[src/rtl/sinc3_pkg.sv]
package sinc3_pkg;
   localparam int unsigned DEF_DECIM = 256;
   localparam int unsigned DEF_ACC_W = 24;
   localparam int unsigned DEF_OUT_W = 16;
   localparam int unsigned DEF_ORDER = 3;
endpackage

[src/rtl/sinc3_integ.sv]
module sinc3_integ #(
   parameter int unsigned ORDER = sinc3_pkg::DEF_ORDER,
   parameter int unsigned ACC_W = sinc3_pkg::DEF_ACC_W
) (
   input  logic             clk,
   input  logic             rst,
   input  logic             in_bit,
   output logic [ACC_W-1:0] acc_last
);
   logic [ORDER-1:0][ACC_W-1:0] stage_q;

   for (genvar s = 0; s < ORDER; s++) begin : g_stage
      logic [ACC_W-1:0] acc_q;
      logic [ACC_W-1:0] addend;
      if (s == 0) begin : g_first
         assign addend = {{(ACC_W-1){1'b0}}, in_bit};
      end else begin : g_next
         assign addend = stage_q[s-1];
      end
      always_ff @(posedge clk) begin
         if (rst) acc_q <= '0;
         else     acc_q <= acc_q + addend;
      end
      assign stage_q[s] = acc_q;
   end

   assign acc_last = stage_q[ORDER-1];
endmodule

[src/rtl/sinc3_rate.sv]
module sinc3_rate #(
   parameter int unsigned DECIM = sinc3_pkg::DEF_DECIM,
   parameter int unsigned ORDER = sinc3_pkg::DEF_ORDER
) (
   input  logic clk,
   input  logic rst,
   output logic word_en,
   output logic filled
);
   localparam int unsigned CNT_W  = $clog2(DECIM);
   localparam int unsigned FILL_W = $clog2(ORDER + 1);

   logic [CNT_W-1:0]  cnt_q;
   logic [FILL_W-1:0] fill_q;

   assign word_en = (cnt_q == CNT_W'(DECIM - 1));
   assign filled  = (fill_q == FILL_W'(ORDER - 1));

   always_ff @(posedge clk) begin
      if (rst) cnt_q <= '0;
      else     cnt_q <= cnt_q + CNT_W'(1);
   end

   always_ff @(posedge clk) begin
      if (rst)                  fill_q <= '0;
      else if (word_en && !filled) fill_q <= fill_q + FILL_W'(1);
   end
endmodule

[src/rtl/sinc3_comb.sv]
module sinc3_comb #(
   parameter int unsigned ORDER = sinc3_pkg::DEF_ORDER,
   parameter int unsigned ACC_W = sinc3_pkg::DEF_ACC_W
) (
   input  logic             clk,
   input  logic             rst,
   input  logic             en,
   input  logic [ACC_W-1:0] in_val,
   output logic [ACC_W-1:0] out_val,
   output logic [ACC_W-1:0] tail_dly
);
   logic [ORDER:0][ACC_W-1:0]   link;
   logic [ORDER-1:0][ACC_W-1:0] dly_all;

   assign link[0] = in_val;

   for (genvar s = 0; s < ORDER; s++) begin : g_stage
      logic [ACC_W-1:0] dly_q;
      always_ff @(posedge clk) begin
         if (rst)     dly_q <= '0;
         else if (en) dly_q <= link[s];
      end
      assign link[s+1]  = link[s] - dly_q;
      assign dly_all[s] = dly_q;
   end

   assign out_val  = link[ORDER];
   assign tail_dly = dly_all[ORDER-1];
endmodule

[src/rtl/sinc3_decimator.sv]
module sinc3_decimator #(
   parameter int unsigned DECIM = sinc3_pkg::DEF_DECIM,
   parameter int unsigned ACC_W = sinc3_pkg::DEF_ACC_W,
   parameter int unsigned OUT_W = sinc3_pkg::DEF_OUT_W,
   parameter int unsigned ORDER = sinc3_pkg::DEF_ORDER
) (
   input  logic             clk,
   input  logic             rst,
   input  logic             mod_bit,
   output logic [OUT_W-1:0] out_word,
   output logic             out_valid
);
   if (DECIM < 2 || (DECIM & (DECIM - 1)) != 0) begin : g_bad_decim
      $error("DECIM must be a power of two of at least 2");
   end
   if (OUT_W > ACC_W || OUT_W == 0) begin : g_bad_out
      $error("OUT_W must lie between 1 and ACC_W");
   end
   if (ORDER < 1) begin : g_bad_order
      $error("ORDER must be at least 1");
   end

   logic [ACC_W-1:0] integ_out;
   logic [ACC_W-1:0] comb_out;
   logic [ACC_W-1:0] comb_tail;
   logic             word_en;
   logic             filled;

   sinc3_integ #(.ORDER(ORDER), .ACC_W(ACC_W)) u_integ (
      .clk(clk), .rst(rst), .in_bit(mod_bit), .acc_last(integ_out)
   );

   sinc3_rate #(.DECIM(DECIM), .ORDER(ORDER)) u_rate (
      .clk(clk), .rst(rst), .word_en(word_en), .filled(filled)
   );

   sinc3_comb #(.ORDER(ORDER), .ACC_W(ACC_W)) u_comb (
      .clk(clk), .rst(rst), .en(word_en), .in_val(integ_out),
      .out_val(comb_out), .tail_dly(comb_tail)
   );

   logic [OUT_W-1:0] word_next;
   assign word_next = comb_out[ACC_W-1 -: OUT_W];

   if (ACC_W > OUT_W) begin : g_trunc
      logic unused_low;
      assign unused_low = ^comb_out[ACC_W-OUT_W-1:0];
   end

   always_ff @(posedge clk) begin
      if (rst) begin
         out_word  <= '0;
         out_valid <= 1'b0;
      end else begin
         out_valid <= word_en && filled;
         if (word_en && filled) out_word <= word_next;
      end
   end
endmodule

[config.mk]
export PLATFORM = sky130hd
export DESIGN_NAME = sinc3_decimator
export DESIGN_NICKNAME = d
export VERILOG_FILES = /design/src/rtl/sinc3_pkg.sv /design/src/rtl/sinc3_integ.sv /design/src/rtl/sinc3_rate.sv /design/src/rtl/sinc3_comb.sv /design/src/rtl/sinc3_decimator.sv
export SDC_FILE = /design/constraint.sdc
export NUM_CORES = 1
export LEC_CHECK = 0
export ABC_AREA = 0
export BUFFER_PORTS_ARGS = -buffer_cell sky130_fd_sc_hd__buf_4
export CORE_MARGIN = 2
export CORE_UTILIZATION = 40
export CTS_BUF_LIST = sky130_fd_sc_hd__clkbuf_2
export DETAILED_ROUTE_END_ITERATION = 8
export GPL_TIMING_DRIVEN = 0
export PLACE_DENSITY = 0.65
export SYNTH_ARGS = -nofsm -noshare
export SYNTH_HDL_FRONTEND = slang
export SYNTH_SLANG_ARGS = --single-unit
[constraint.sdc]
create_clock -name clk -period 14.07 [get_ports clk]
set_clock_uncertainty 0.2 [all_clocks]
set_input_delay 2.814 -clock clk [delete_from_list [all_inputs] [get_ports clk]]
set_output_delay 2.814 -clock clk [all_outputs]
set_load 0.02 [all_outputs]
* Word-level counts from Yosys, hierarchy flattened
Index checks and enable logic that the tools add are counted.
** Storage, ports and cells
- Output and inout bits :: 17
- Logic and storage cells :: 23
- Flip-flop bits (word level) :: 171
- Bits of input ports :: 3
** Operators by class
- Reduce and logical (&&, ||, !) cells :: 3
- $add $sub $neg :: 8
- Eq/ne operators :: 2
** Operators by type and width (count)
- 24-bit subtractor :: 3
- 24-bit adder :: 2
- 24-bit by 1-bit adder with 24-bit output :: 1
- 8-bit by 1-bit adder with 8-bit output, second input constant :: 1
- 8-bit == test, second input constant :: 1
- 2-bit by 1-bit adder with 2-bit output, second input constant :: 1
- 2-bit == test, second input constant :: 1
- 1-bit logical AND :: 2
- 1-bit zero test :: 1

* Longest topological paths before layout
- Word-level depth :: 3
- Depth in mapped cells :: 31
- Depth with buffers taken out :: 30

* Cells and area by module
A second synthesis with hierarchy kept.
** Second synthesis, totals
- Cells, all modules :: 1463
- Area total of the unflattened synthesis :: 12286.8 µm²
** By module, submodules not included
- sinc3_comb :: instances 1, cells each 786, seq. area each 1441.4 µm², area each 6334.8 µm²
- sinc3_integ :: instances 1, cells each 553, seq. area each 1441.4 µm², area each 4719.5 µm²
- sinc3_decimator :: instances 1, cells each 77, seq. area each 340.3 µm², area each 803.3 µm²
- sinc3_rate :: instances 1, cells each 47, seq. area each 200.2 µm², area each 429.2 µm²

* Worst setup path after synthesis
OpenSTA, ideal clock, no wires.
- Kind :: register to register
- Start :: register u_integ.g_stage[2].acc_q[0] (netlist: u_integ.acc_last[0])
- End :: register out_word[15]
- Library setup time :: 0.132 ns
- Data arrival time :: 5.647 ns
- Data required time :: 13.738 ns
- Stages on the path, launching flop included :: 31
- Slack :: 8.091 ns
- Path buffers :: 0
- Period minus slack after synthesis :: 5.979 ns
- Cell sequence :: dfxtp_1 -> inv_1 -> ha_1 -> inv_1 -> fa_1 -> a21o_1 -> a21oi_1 -> o21ai_0 -> a31oi_1 -> o21bai_1 -> a21oi_1 -> xnor2_1 -> ha_1 -> nand4_1 -> o21ai_0 -> a41o_1 -> a211oi_1 -> o21bai_1 -> a21oi_1 -> xnor2_1 -> ha_1 -> a21oi_1 -> nand2_1 -> a21oi_1 -> a22oi_2 -> a211o_2 -> o31a_1 -> or4_4 -> nand3_2 -> xnor2_1 -> a21oi_1
** RTL lines
- from (decl) :: RTL line sinc3_integ.sv:13 : logic [ACC_W-1:0] acc_q;
- from (signal assigned) :: RTL line sinc3_integ.sv:22 : else acc_q <= acc_q + addend;
- to (signal assigned) :: RTL line sinc3_decimator.sv:56 : if (word_en && filled) out_word <= word_next;
- to (decl) :: RTL line sinc3_decimator.sv:10 : output logic [OUT_W-1:0] out_word,

==> metrics <==
outcome finished, final reports clean; Synth area leader dfxtp_1; Leak 0.004665 µW; Die Width 169.0 µm; endpoints failing hold 0; Core Area 26880 µm²; CTS root buffer clkbuf_2; die area 28560 µm²; critical hold path startpoint out_word[2]$_SDFFE_PP0P_; top cell type's share of synthesized area 0.3143; post-CTS setup buffer count 0; R2R cell count 30; Startpoint Class register; MaxCap Viol Count 0; final instance area 11710 µm²; Worst R2R Start u_integ.acc_last[0]$_SDFF_PP0_; vias per std cell 5.118; Worst R2R End out_word[15]$_SDFFE_PP0P_; layout cell share with drive strength beyond 1 0.04491; CTS tree yes; clk slew on worst S/H paths 0.25 ns; setup_tns 0 ns; Tmin final 6.763 ns; fmax 147.9 MHz; Peak VDD IR 0.00007625 V; Hold WC Path Type reg2reg; largest net degree at the start of global routing 17; Final Power 1929 µW; count of flip-flops with a built-in enable after synthesis 0; Initial DRT Pass Iterations 5; hold path depth 2; crit end category register; die height 169.0 µm; mean post-synth cell area 7.920 µm²; most frequent CP cell a21oi_1; worst slew pin tran 1.220 ns; DRT iter0 DRCs 357; Longest Clk Path Bufs 2; dpl cells 1734; Initial Util 0.4052; Post-CTS Resized 0; Ys Warns 0; Post-Synthesis Cells 1375; global-route wire length before repair 40290 µm; RSZ-0062 raised after global routing false; Detailed Route WL 24100 µm; Placer Congestion 0.8850; FFs w/ async S/R, synth 0; CP arrival 7.20 ns; initial antenna violation count 1; Post-DP HPWL 19140 µm; synthesized net count 1500; fillers 2790; final-report max-slew violation count 0; P per Cell Area 164.8 nW/µm²; Slowest Stage Delay on Critical Path 0.42 ns; register area 3423 µm²; Post-DRT Antenna Nets 0; Yosys cell types 64; Skew-Pair Late Insertion Delay 0.75 ns; Remaining Overflow, GRT 0; Area growth syn-to-layout 7.502%; Max stage delay cell, worst path or4_4; fin nets 1537; worst hold endpoint out_word[2]$_SDFFE_PP0P_; Top FF cell, synth dfxtp_1; total number of vias 9044; count of buffers from port buffering 18; Tcrit/Tclk final 0.4807; Num CTS Buffers 17; Non-Filler Instances 1767; clk sinks 171; FP Rows 60; Cell Area, Placed 11450 µm²; final setup vio count 0; via count of the first global-routing pass 8423; reg2reg setup slack 7.31 ns; crit path max fanout 5; cts hold-fix bufs 0; number of synthesized register bits 171; I/O Pins 20; synthesized area 10890 µm²; GRT Total Usage 0.1720; post-synthesis sequential area ratio 0.3143; dominant cells by area after synthesis dfxtp_1 31%, ha_1 14%, a21oi_1 6.6%, nand2_1 6.3%, xnor2_1 6.0%; # DRC 0; CP required 14.51 ns; WS Path Type reg2reg; Routed WL per cell 13.64 µm; area of the multi-input gates 6878 µm²; slew margin rel. 0.1656; htree depth 4
-- synth_stat cells, drive strengths merged, types with 3 or more instances --
master	count
or3	7
fa	4
o41ai	4
a2111oi	3
o31ai	5
xor2	36
o31a	6
a211o	6
o21a	22
a22oi	3
buf	7
nand2b	8
inv	110
or4	3
dfxtp	171
a211oi	13
and4	7
a21o	37
a311oi	5
nor3	31
xnor2	74
o2111ai	3
nand3	30
a21boi	3
and3	18
and2	8
o21bai	17
a31oi	15
nor2	124
clkbuf	39
ha	118
o21ai	44
nor4	3
nor2b	21
nand2	182
a21oi	143
nand4	9
or2	5
o211ai	4
-- flip-flops by register name (all words and copies together) (netlist names) --
register / flops
u_comb.g_stage.dly_q: 48
u_integ.g_stage.acc_q: 48
u_comb.tail_dly: 24
u_integ.acc_last: 24
out_word: 16
u_rate.cnt_q: 8
u_rate.fill_q: 2
out_valid: 1
-- cell usage in the layout (no fill, tap or decap), drive strengths merged, types with 4 or more instances in the layout --
| cell type | count |
|---|---|
| clkbuf | 56 |
| inv | 113 |
| clkinvlp | 4 |
| and4 | 7 |
| o31ai | 5 |
| o21bai | 17 |
| a21oi | 143 |
| o41ai | 4 |
| o211ai | 4 |
| or3 | 7 |
| buf | 25 |
| a311oi | 5 |
| nor3 | 31 |
| o21a | 22 |
| and3 | 18 |
| nand3 | 30 |
| nor2b | 21 |
| ha | 118 |
| xor2 | 36 |
| o21ai | 44 |
| a211o | 6 |
| a21o | 37 |
| or2 | 5 |
| nor2 | 124 |
| fa | 4 |
| clkinv | 7 |
| nand2b | 8 |
| nand4 | 9 |
| o31a | 6 |
| nand2 | 182 |
| a31oi | 15 |
| a211oi | 13 |
| xnor2 | 74 |
| dfxtp | 171 |
| and2 | 8 |
-- per-stage QoR --
step,hold slack [ns],util,setup WS [ns]
3_3_place_gp,0.2301,0.4261,7.430
2_1_floorplan,0.2130,-,8.091
3_5_place_dp,0.2409,0.4261,7.330
6_report,0.2647,0.4356,7.307
4_1_cts,0.2695,0.4355,7.316
5_1_grt,0.2865,0.4356,6.842
-- layer usage --
metal	routed length (µm)	GRT usage	part of all wire
met5	0	0	0
met4	391	0.04608	0.016
met3	639	0.02829	0.027
met2	11360	0.2985	0.47
met1	11720	0.2217	0.49
-- power by group --
part / internal (µW) / total [µW] / switching [µW]
combinational: 536 / 1160 / 628
clock: 84.2 / 267 / 183
sequential: 492 / 499 / 6.50
total: 1110 / 1930 / 817
-- layout make-up --
type / count / area share
sequential: 171 / 0.2924
buffer: 46 / 0.01475
inverter: 111 / 0.03559
tap: 341 / 0.03644
clock inverter: 15 / 0.01432
clock buffer: 17 / 0.007267
multi-input combinational: 1047 / 0.5875
antenna: 1 / 0.0002137
timing repair buffer: 18 / 0.01154
-- worst max-delay path: cells and delay by family, from the launching register on --
family / cells / cell delay [ns]
simple gates: 4 / 0.78
xor+xnor: 3 / 0.49
compound gates: 17 / 3.45
buf+inv: 2 / 0.14
flops: 1 / 0.40
fa+ha+maj: 4 / 1.20
-- cells by family after synthesis --
| family | Yosys count | share of synthesized area |
|---|---|---|
| fa+ha+maj | 122 | 0.1429 |
| simple gates | 464 | 0.1935 |
| xor+xnor | 111 | 0.09099 |
| flops | 171 | 0.3143 |
| buf+inv | 157 | 0.05411 |
| compound gates | 350 | 0.2042 |
-- worst max path at each step --
stage | cells past startpoint | from | end | slack (ns)
2_1_floorplan | 30 | u_integ.acc_last[0]$_SDFF_PP0_ | out_word[15]$_SDFFE_PP0P_ | 8.09
3_3_place_gp | 30 | u_integ.acc_last[0]$_SDFF_PP0_ | out_word[15]$_SDFFE_PP0P_ | 7.43
3_5_place_dp | 30 | u_integ.acc_last[0]$_SDFF_PP0_ | out_word[15]$_SDFFE_PP0P_ | 7.33
4_1_cts | 30 | u_integ.acc_last[0]$_SDFF_PP0_ | out_word[15]$_SDFFE_PP0P_ | 7.32
5_1_grt | 28 | u_integ.acc_last[1]$_SDFF_PP0_ | out_word[15]$_SDFFE_PP0P_ | 6.84
6_report | 30 | u_integ.acc_last[0]$_SDFF_PP0_ | out_word[15]$_SDFFE_PP0P_ | 7.31
Power figures use the tool's default switching activity.
